## src/rtl/opsamp_pkg.sv

```systemverilog
package opsamp_pkg;
  timeunit 1ns;
  timeprecision 100ps;

  typedef enum logic {
    TRK_IDLE = 1'b0,
    TRK_BUSY = 1'b1
  } trk_state_e;

  localparam int          LFSR_W    = 16;
  // feedback taps at bit indices 15, 13, 12, 10 (maximal length)
  localparam logic [15:0] LFSR_TAPS = 16'hB400;
  localparam logic [15:0] LFSR_SEED = 16'hACE1;
endpackage

```

## src/rtl/opsamp_lfsr.sv

```systemverilog
module opsamp_lfsr #(
  parameter int           W    = opsamp_pkg::LFSR_W,
  parameter logic [W-1:0] TAPS = opsamp_pkg::LFSR_TAPS,
  parameter logic [W-1:0] SEED = opsamp_pkg::LFSR_SEED
) (
  input  logic         clk,
  input  logic         rst,
  input  logic         step,
  output logic [W-1:0] state
);
  timeunit 1ns;
  timeprecision 100ps;

  logic fb;
  assign fb = ^(state & TAPS);

  always_ff @(posedge clk) begin
    if (rst) begin
      state <= SEED;
    end else if (step) begin
      state <= {state[W-2:0], fb};
    end
  end
endmodule

```

## src/rtl/opsamp_interval.sv

```systemverilog
module opsamp_interval #(
  parameter int IW           = 16,
  parameter int JW           = 8,
  parameter int MIN_INTERVAL = 16
) (
  input  logic          clk,
  input  logic          rst,
  input  logic          smp_en,
  input  logic          op_valid,
  input  logic          jitter_en,
  input  logic [IW-1:0] interval,
  input  logic [JW-1:0] jit,
  output logic          expire
);
  timeunit 1ns;
  timeprecision 100ps;

  localparam int          SW    = IW + 1;
  localparam logic [IW-1:0] MIN_V = IW'(MIN_INTERVAL);

  logic [IW-1:0] cnt_q;
  logic [IW-1:0] base;
  logic [JW-1:0] jit_m;
  logic [SW-1:0] sum;
  logic [IW-1:0] reload;

  always_comb begin
    base   = (interval == '0) ? MIN_V : interval;
    jit_m  = jitter_en ? jit : '0;
    sum    = {1'b0, base} + {{(SW-JW){1'b0}}, jit_m};
    reload = sum[IW] ? '1 : sum[IW-1:0];
  end

  assign expire = smp_en && op_valid && (cnt_q <= IW'(1));

  always_ff @(posedge clk) begin
    if (rst) begin
      cnt_q <= MIN_V;
    end else if (!smp_en) begin
      cnt_q <= reload;
    end else if (op_valid) begin
      cnt_q <= expire ? reload : cnt_q - IW'(1);
    end
  end
endmodule

```

## src/rtl/opsamp_tracker.sv

```systemverilog
module opsamp_tracker #(
  parameter int TAGW = 8
) (
  input  logic            clk,
  input  logic            rst,
  input  logic            expire,
  input  logic [TAGW-1:0] op_tag,
  input  logic            op_done,
  output logic            sel_pulse,
  output logic [TAGW-1:0] sel_tag,
  output logic            busy,
  output logic            coll_strobe
);
  timeunit 1ns;
  timeprecision 100ps;
  import opsamp_pkg::*;

  trk_state_e state_q;
  logic       take;

  assign busy        = (state_q == TRK_BUSY);
  assign take        = expire && !busy;
  assign coll_strobe = expire && busy;

  always_ff @(posedge clk) begin
    if (rst) begin
      state_q   <= TRK_IDLE;
      sel_pulse <= 1'b0;
      sel_tag   <= '0;
    end else begin
      sel_pulse <= take;
      if (take) begin
        sel_tag <= op_tag;
        state_q <= TRK_BUSY;
      end else if (op_done) begin
        state_q <= TRK_IDLE;
      end
    end
  end
endmodule

```

## src/rtl/opsamp_satcnt.sv

```systemverilog
module opsamp_satcnt #(
  parameter int W = 32
) (
  input  logic         clk,
  input  logic         rst,
  input  logic         clr,
  input  logic         inc,
  output logic [W-1:0] cnt
);
  timeunit 1ns;
  timeprecision 100ps;

  always_ff @(posedge clk) begin
    if (rst || clr) begin
      cnt <= '0;
    end else if (inc && (cnt != '1)) begin
      cnt <= cnt + W'(1);
    end
  end
endmodule

```

## src/rtl/opsamp_top.sv

```systemverilog
module opsamp_top #(
  parameter int IW           = 16,
  parameter int JW           = 8,
  parameter int MIN_INTERVAL = 16,
  parameter int TAGW         = 8,
  parameter int CNT_W        = 32
) (
  input  logic             clk,
  input  logic             rst,
  input  logic             smp_en,
  input  logic             cnt_clr,
  input  logic             op_valid,
  input  logic [TAGW-1:0]  op_tag,
  input  logic             op_done,
  input  logic [IW-1:0]    interval,
  input  logic             jitter_en,
  output logic             sel_pulse,
  output logic [TAGW-1:0]  sel_tag,
  output logic             busy,
  output logic [CNT_W-1:0] coll_cnt,
  output logic [CNT_W-1:0] pop_cnt
);
  timeunit 1ns;
  timeprecision 100ps;
  import opsamp_pkg::*;

  localparam int NCNT = 2;  // index 0: population, index 1: collisions

  logic              expire;
  logic              coll_strobe;
  logic [LFSR_W-1:0] lfsr_q;
  logic [NCNT-1:0]   cnt_inc;
  logic [CNT_W-1:0]  cnt_val [NCNT];

  opsamp_lfsr #(.W(LFSR_W), .TAPS(LFSR_TAPS), .SEED(LFSR_SEED)) u_lfsr (
    .clk   (clk),
    .rst   (rst),
    .step  (expire),
    .state (lfsr_q)
  );

  opsamp_interval #(.IW(IW), .JW(JW), .MIN_INTERVAL(MIN_INTERVAL)) u_interval (
    .clk       (clk),
    .rst       (rst),
    .smp_en    (smp_en),
    .op_valid  (op_valid),
    .jitter_en (jitter_en),
    .interval  (interval),
    .jit       (lfsr_q[JW-1:0]),
    .expire    (expire)
  );

  opsamp_tracker #(.TAGW(TAGW)) u_tracker (
    .clk         (clk),
    .rst         (rst),
    .expire      (expire),
    .op_tag      (op_tag),
    .op_done     (op_done),
    .sel_pulse   (sel_pulse),
    .sel_tag     (sel_tag),
    .busy        (busy),
    .coll_strobe (coll_strobe)
  );

  assign cnt_inc = {coll_strobe, smp_en & op_valid};

  for (genvar g = 0; g < NCNT; g++) begin : g_cnt
    opsamp_satcnt #(.W(CNT_W)) u_cnt (
      .clk (clk),
      .rst (rst),
      .clr (cnt_clr),
      .inc (cnt_inc[g]),
      .cnt (cnt_val[g])
    );
  end

  assign pop_cnt  = cnt_val[0];
  assign coll_cnt = cnt_val[1];
endmodule

```

## config.mk

```make
export PLATFORM = sky130hd
export DESIGN_NAME = opsamp_top
export DESIGN_NICKNAME = d
export VERILOG_FILES = /design/src/rtl/opsamp_pkg.sv /design/src/rtl/opsamp_lfsr.sv /design/src/rtl/opsamp_interval.sv /design/src/rtl/opsamp_tracker.sv /design/src/rtl/opsamp_satcnt.sv /design/src/rtl/opsamp_top.sv
export SDC_FILE = /design/constraint.sdc
export NUM_CORES = 1
export LEC_CHECK = 0
export BUFFER_PORTS_ARGS = -buffer_cell sky130_fd_sc_hd__buf_2
export CORE_AREA = 2 2 123 125
export DETAILED_ROUTE_END_ITERATION = 7
export DIE_AREA = 0 0 125 127
export PLACE_DENSITY = 0.65
export SYNTH_ARGS = -nofsm -noshare
export SYNTH_HDL_FRONTEND = slang
export SYNTH_SLANG_ARGS = --single-unit
```

## constraint.sdc

```tcl
create_clock -name clk -period 3.95 [get_ports clk]
set_clock_uncertainty 0.05 [all_clocks]
set_input_delay 1.185 -clock clk [delete_from_list [all_inputs] [get_ports clk]]
set_output_delay 1.185 -clock clk [all_outputs]
set_load 0.02 [all_outputs]
```

==> results.md <==
- Max-slew violation count: 0
- Worst Path Max Fanout: 8
- PortBufs: 104
- RSZ-0062 raised after global routing: no
- Largest net degree at the start of global routing: between 40 and 50
- Max VDD drop: 199 uV
- Most frequent cell after synthesis: dfxtp_1
- H-Tree Level Count: 3
- Setup WS pre-CTS: 0.326 ns
- Status: finished clean
- Worst reg2reg path endpoint: g_cnt[1].u_cnt.cnt[31]
- Max stage delay on crit path: 0.40 ns
- Top cells by count, synth: dfxtp_1 (106), nand2_1 (90), nor2_1 (78)
- Num CTS Buffers: 9
- Post-DP Area: 0.00640 mm^2
- Core Box Area: 0.0144 mm^2
- CTS Sinks: between 100 and 150
- Final WL: 14.3 mm
- Hold Crit Class: reg2reg
- Synth area leaders: dfxtp_1 (37%), nand2_1 (5.9%), nor2_1 (5.1%)
- R2R depth: 6
- Starting DRT DRC Count: 373
- Ys Warns: 0
- WL met3: 604 um
- Pleak: 2.67 nW
- Seq cells post-synth: between 100 and 150
- Reg2Reg Setup Slack: 1.10 ns
- Max-cap violations: 0
- CP Cell Sequence: buf_2, and2_1, ha_1, inv_1, fa_1, nor2b_1, o31a_1, o21ai_0, nor2_1, nor4_1, o32ai_1
- Min setup slack post-route: 0.736 ns
- Post-Syn Area per Cell: 7.96 um^2
- Hold Path Origin: u_tracker.sel_tag[0]
- Gr usage total: 18.3%
- Slowest stage cell, crit path: fa_1
- Critical path arrival: 3.42 ns
- Vias: ~5.3k
- Routability Congestion: 0.828
- IO Count: 105
- Tcrit/Tclk final: 81.4%
- Setup violators final: 0
- Routed WL per cell: 14.4 um
- Post-CTS setup buffer count: 0
- Vias in the first global route: 4801
- CTS clk-pin slew, worst paths: 0.07 ns
- Final setup TNS: 0 ns
- Design area: roughly 0.0068 mm^2
- CP startpoint kind: primary input
- Die area: around 0.016 mm^2
- Cell count after synthesis: approximately 720
- DR WL met2: 6.39 mm
- Slew margin rel.: 38.6%
- DR vias/cell: 5.36
- Die height: 127 um
- Final #Nets: between 800 and 900
- PostCTS Resize Cnt: 0
- Antenna violations before repair: 0
- Worst-Margin Slew: 0.914 ns
- CP required: 4.16 ns
- Grt ovf: 0
- Final Hold Vio Count: 0
- Post-synth EDFFs: 0
- Hold path endpoint: u_tracker.sel_tag[0]
- Top layer in use: met4
- Asr flop ratio synth: 0%
- Crit Path Class: in2reg
- Register area share after synthesis: 37.1%
- Later-pin clock latency in the skew report: between 0.3 and 0.4 ns
- Post-DRT Antenna Nets: 0
- Die Wd: 125 um
- Synth Net Count: 762
- Dpl hpwl: 10.5 mm
- Critical Path End Type: flip-flop
- Number of diodes: 0
- Max Freq: 311 MHz
- CTS tree: done
- Starting Density: roughly two fifths
- WL met1: between 7 and 8 mm
- Hold_buf cts: 0
- CP top delay family: simple AND/OR/NAND/NOR gates
- Worst Hold Depth: 2
- First-pass GRT wire length: 24.3 mm
- Share of the synthesized area in the top cell type: 37.1%
- Share of layout cells above drive strength 1: between 10% and 20%
- Cell Area, Synth: 0.00572 mm^2
- Hold WS: 0.404 ns
- DRC: 0
- Distinct cells, synth: 61
- Row cnt: between 40 and 50
- Tmin final: 3.21 ns
- Clock Tree Root: clkbuf_16
- Crit path buffers/inverters: 2
- Pwr Density: 348 mW/mm^2
- Area leader, netlist: dfxtp_1
- Ys flop type: dfxtp_1
- FF-to-FF Start: u_tracker.busy
- CTS max path bufs: 2
- Synth-to-Final Area Change: 18.2%
- Pre-Repair DR Iteration Count: 4
==> worst register-to-register path: stages (launching register included) <==
cell and delay (ns):
dfxtp_1 0.57, nand4_1 0.25, nor3_1 0.57, o21ai_0 0.20
or4_1 0.60, o311ai_0 0.35, o41ai_1 0.13
==> logic make-up after synthesis <==
kind of cell    Yosys count  share of synthesized area (%)
simple gates            364                           33.2
flops                   106                           37.1
xor+xnor                 56                           8.58
mux                       8                           1.40
compound gates          122                           13.4
buf+inv                  49                           3.33
fa+ha+maj                13                           2.98
==> cells in the final DEF, fill, tap and decap left out, types with 18 or more instances in the layout <==
cell / Yosys / final
nor3_1: 20 / 20
o21ai_0: 25 / 25
xnor2_1: 29 / 29
nor2_1: 78 / 78
dfxtp_1: 106 / 106
a21oi_1: 42 / 42
nand2_1: 90 / 90
nand3_1: 31 / 31
buf_2: 2 / 104
nand4_1: 28 / 28
xor2_1: 27 / 27
or3_1: 18 / 18
nor4_1: 21 / 21
==> worst max-delay path by stage <==
stage / startpoint / end / cells past startpoint / slack [ns]
after global placement: interval[1] / u_interval.cnt_q[7] / 10 / 0.41
final: jitter_en / u_interval.cnt_q[7] / 11 / 0.74
after floorplan: jitter_en / u_interval.cnt_q[12] / 10 / 0.80
after global routing: interval[1] / u_interval.cnt_q[7] / 10 / 0.49
after CTS: interval[1] / u_interval.cnt_q[15] / 9 / 0.70
after detailed placement: interval[1] / u_interval.cnt_q[15] / 9 / 0.33
==> stage by stage <==
| step | instances | util (%) | total power [mW] |
|---|---|---|---|
| after floorplan | 718 | - | 1.27 |
| after global placement | 981 | 44.4 | 1.33 |
| after detailed placement | 981 | 44.4 | 1.33 |
| after CTS | 997 | 46.8 | 2.38 |
| after global routing | 997 | 46.8 | 2.46 |
| final | 997 | 46.8 | 2.35 |
==> sequential cells by signal, summed over array words and instances (netlist names) <==
signal               flops
g_cnt.u_cnt.cnt         64
u_interval.cnt_q        16
u_lfsr.state            16
u_tracker.sel_tag        8
u_tracker.busy           1
u_tracker.sel_pulse      1
==> power by group <==
group | internal (mW) | leakage [nW] | switching, mW | total (mW)
combinational | 0.0792 | 1.64 | 0.120 | 0.199
clock | 0.655 | 0.169 | 0.395 | 1.05
sequential | 1.08 | 0.858 | 0.0211 | 1.11
==> per-layer routing <==
layer / track usage [%] / vias to the layer above
met2: 27.9 / 100
met1: 26.3 / 2480
li1: - / 2753
met3: 4.15 / 12
met4: 4.84 / 0
met5: 0 / -
==> layout make-up <==
class | count | area [um^2]
Fill cell | 1493 | 7670
Multi-Input combinational cell | 563 | 3400
Sequential cell | 106 | 2120
Timing Repair Buffer | 113 | 588
Clock buffer | 12 | 256
Tap cell | 184 | 230
Clock inverter | 4 | 97.6
Inverter | 15 | 56.3
Note: power is estimated with default switching activity, not from simulation.
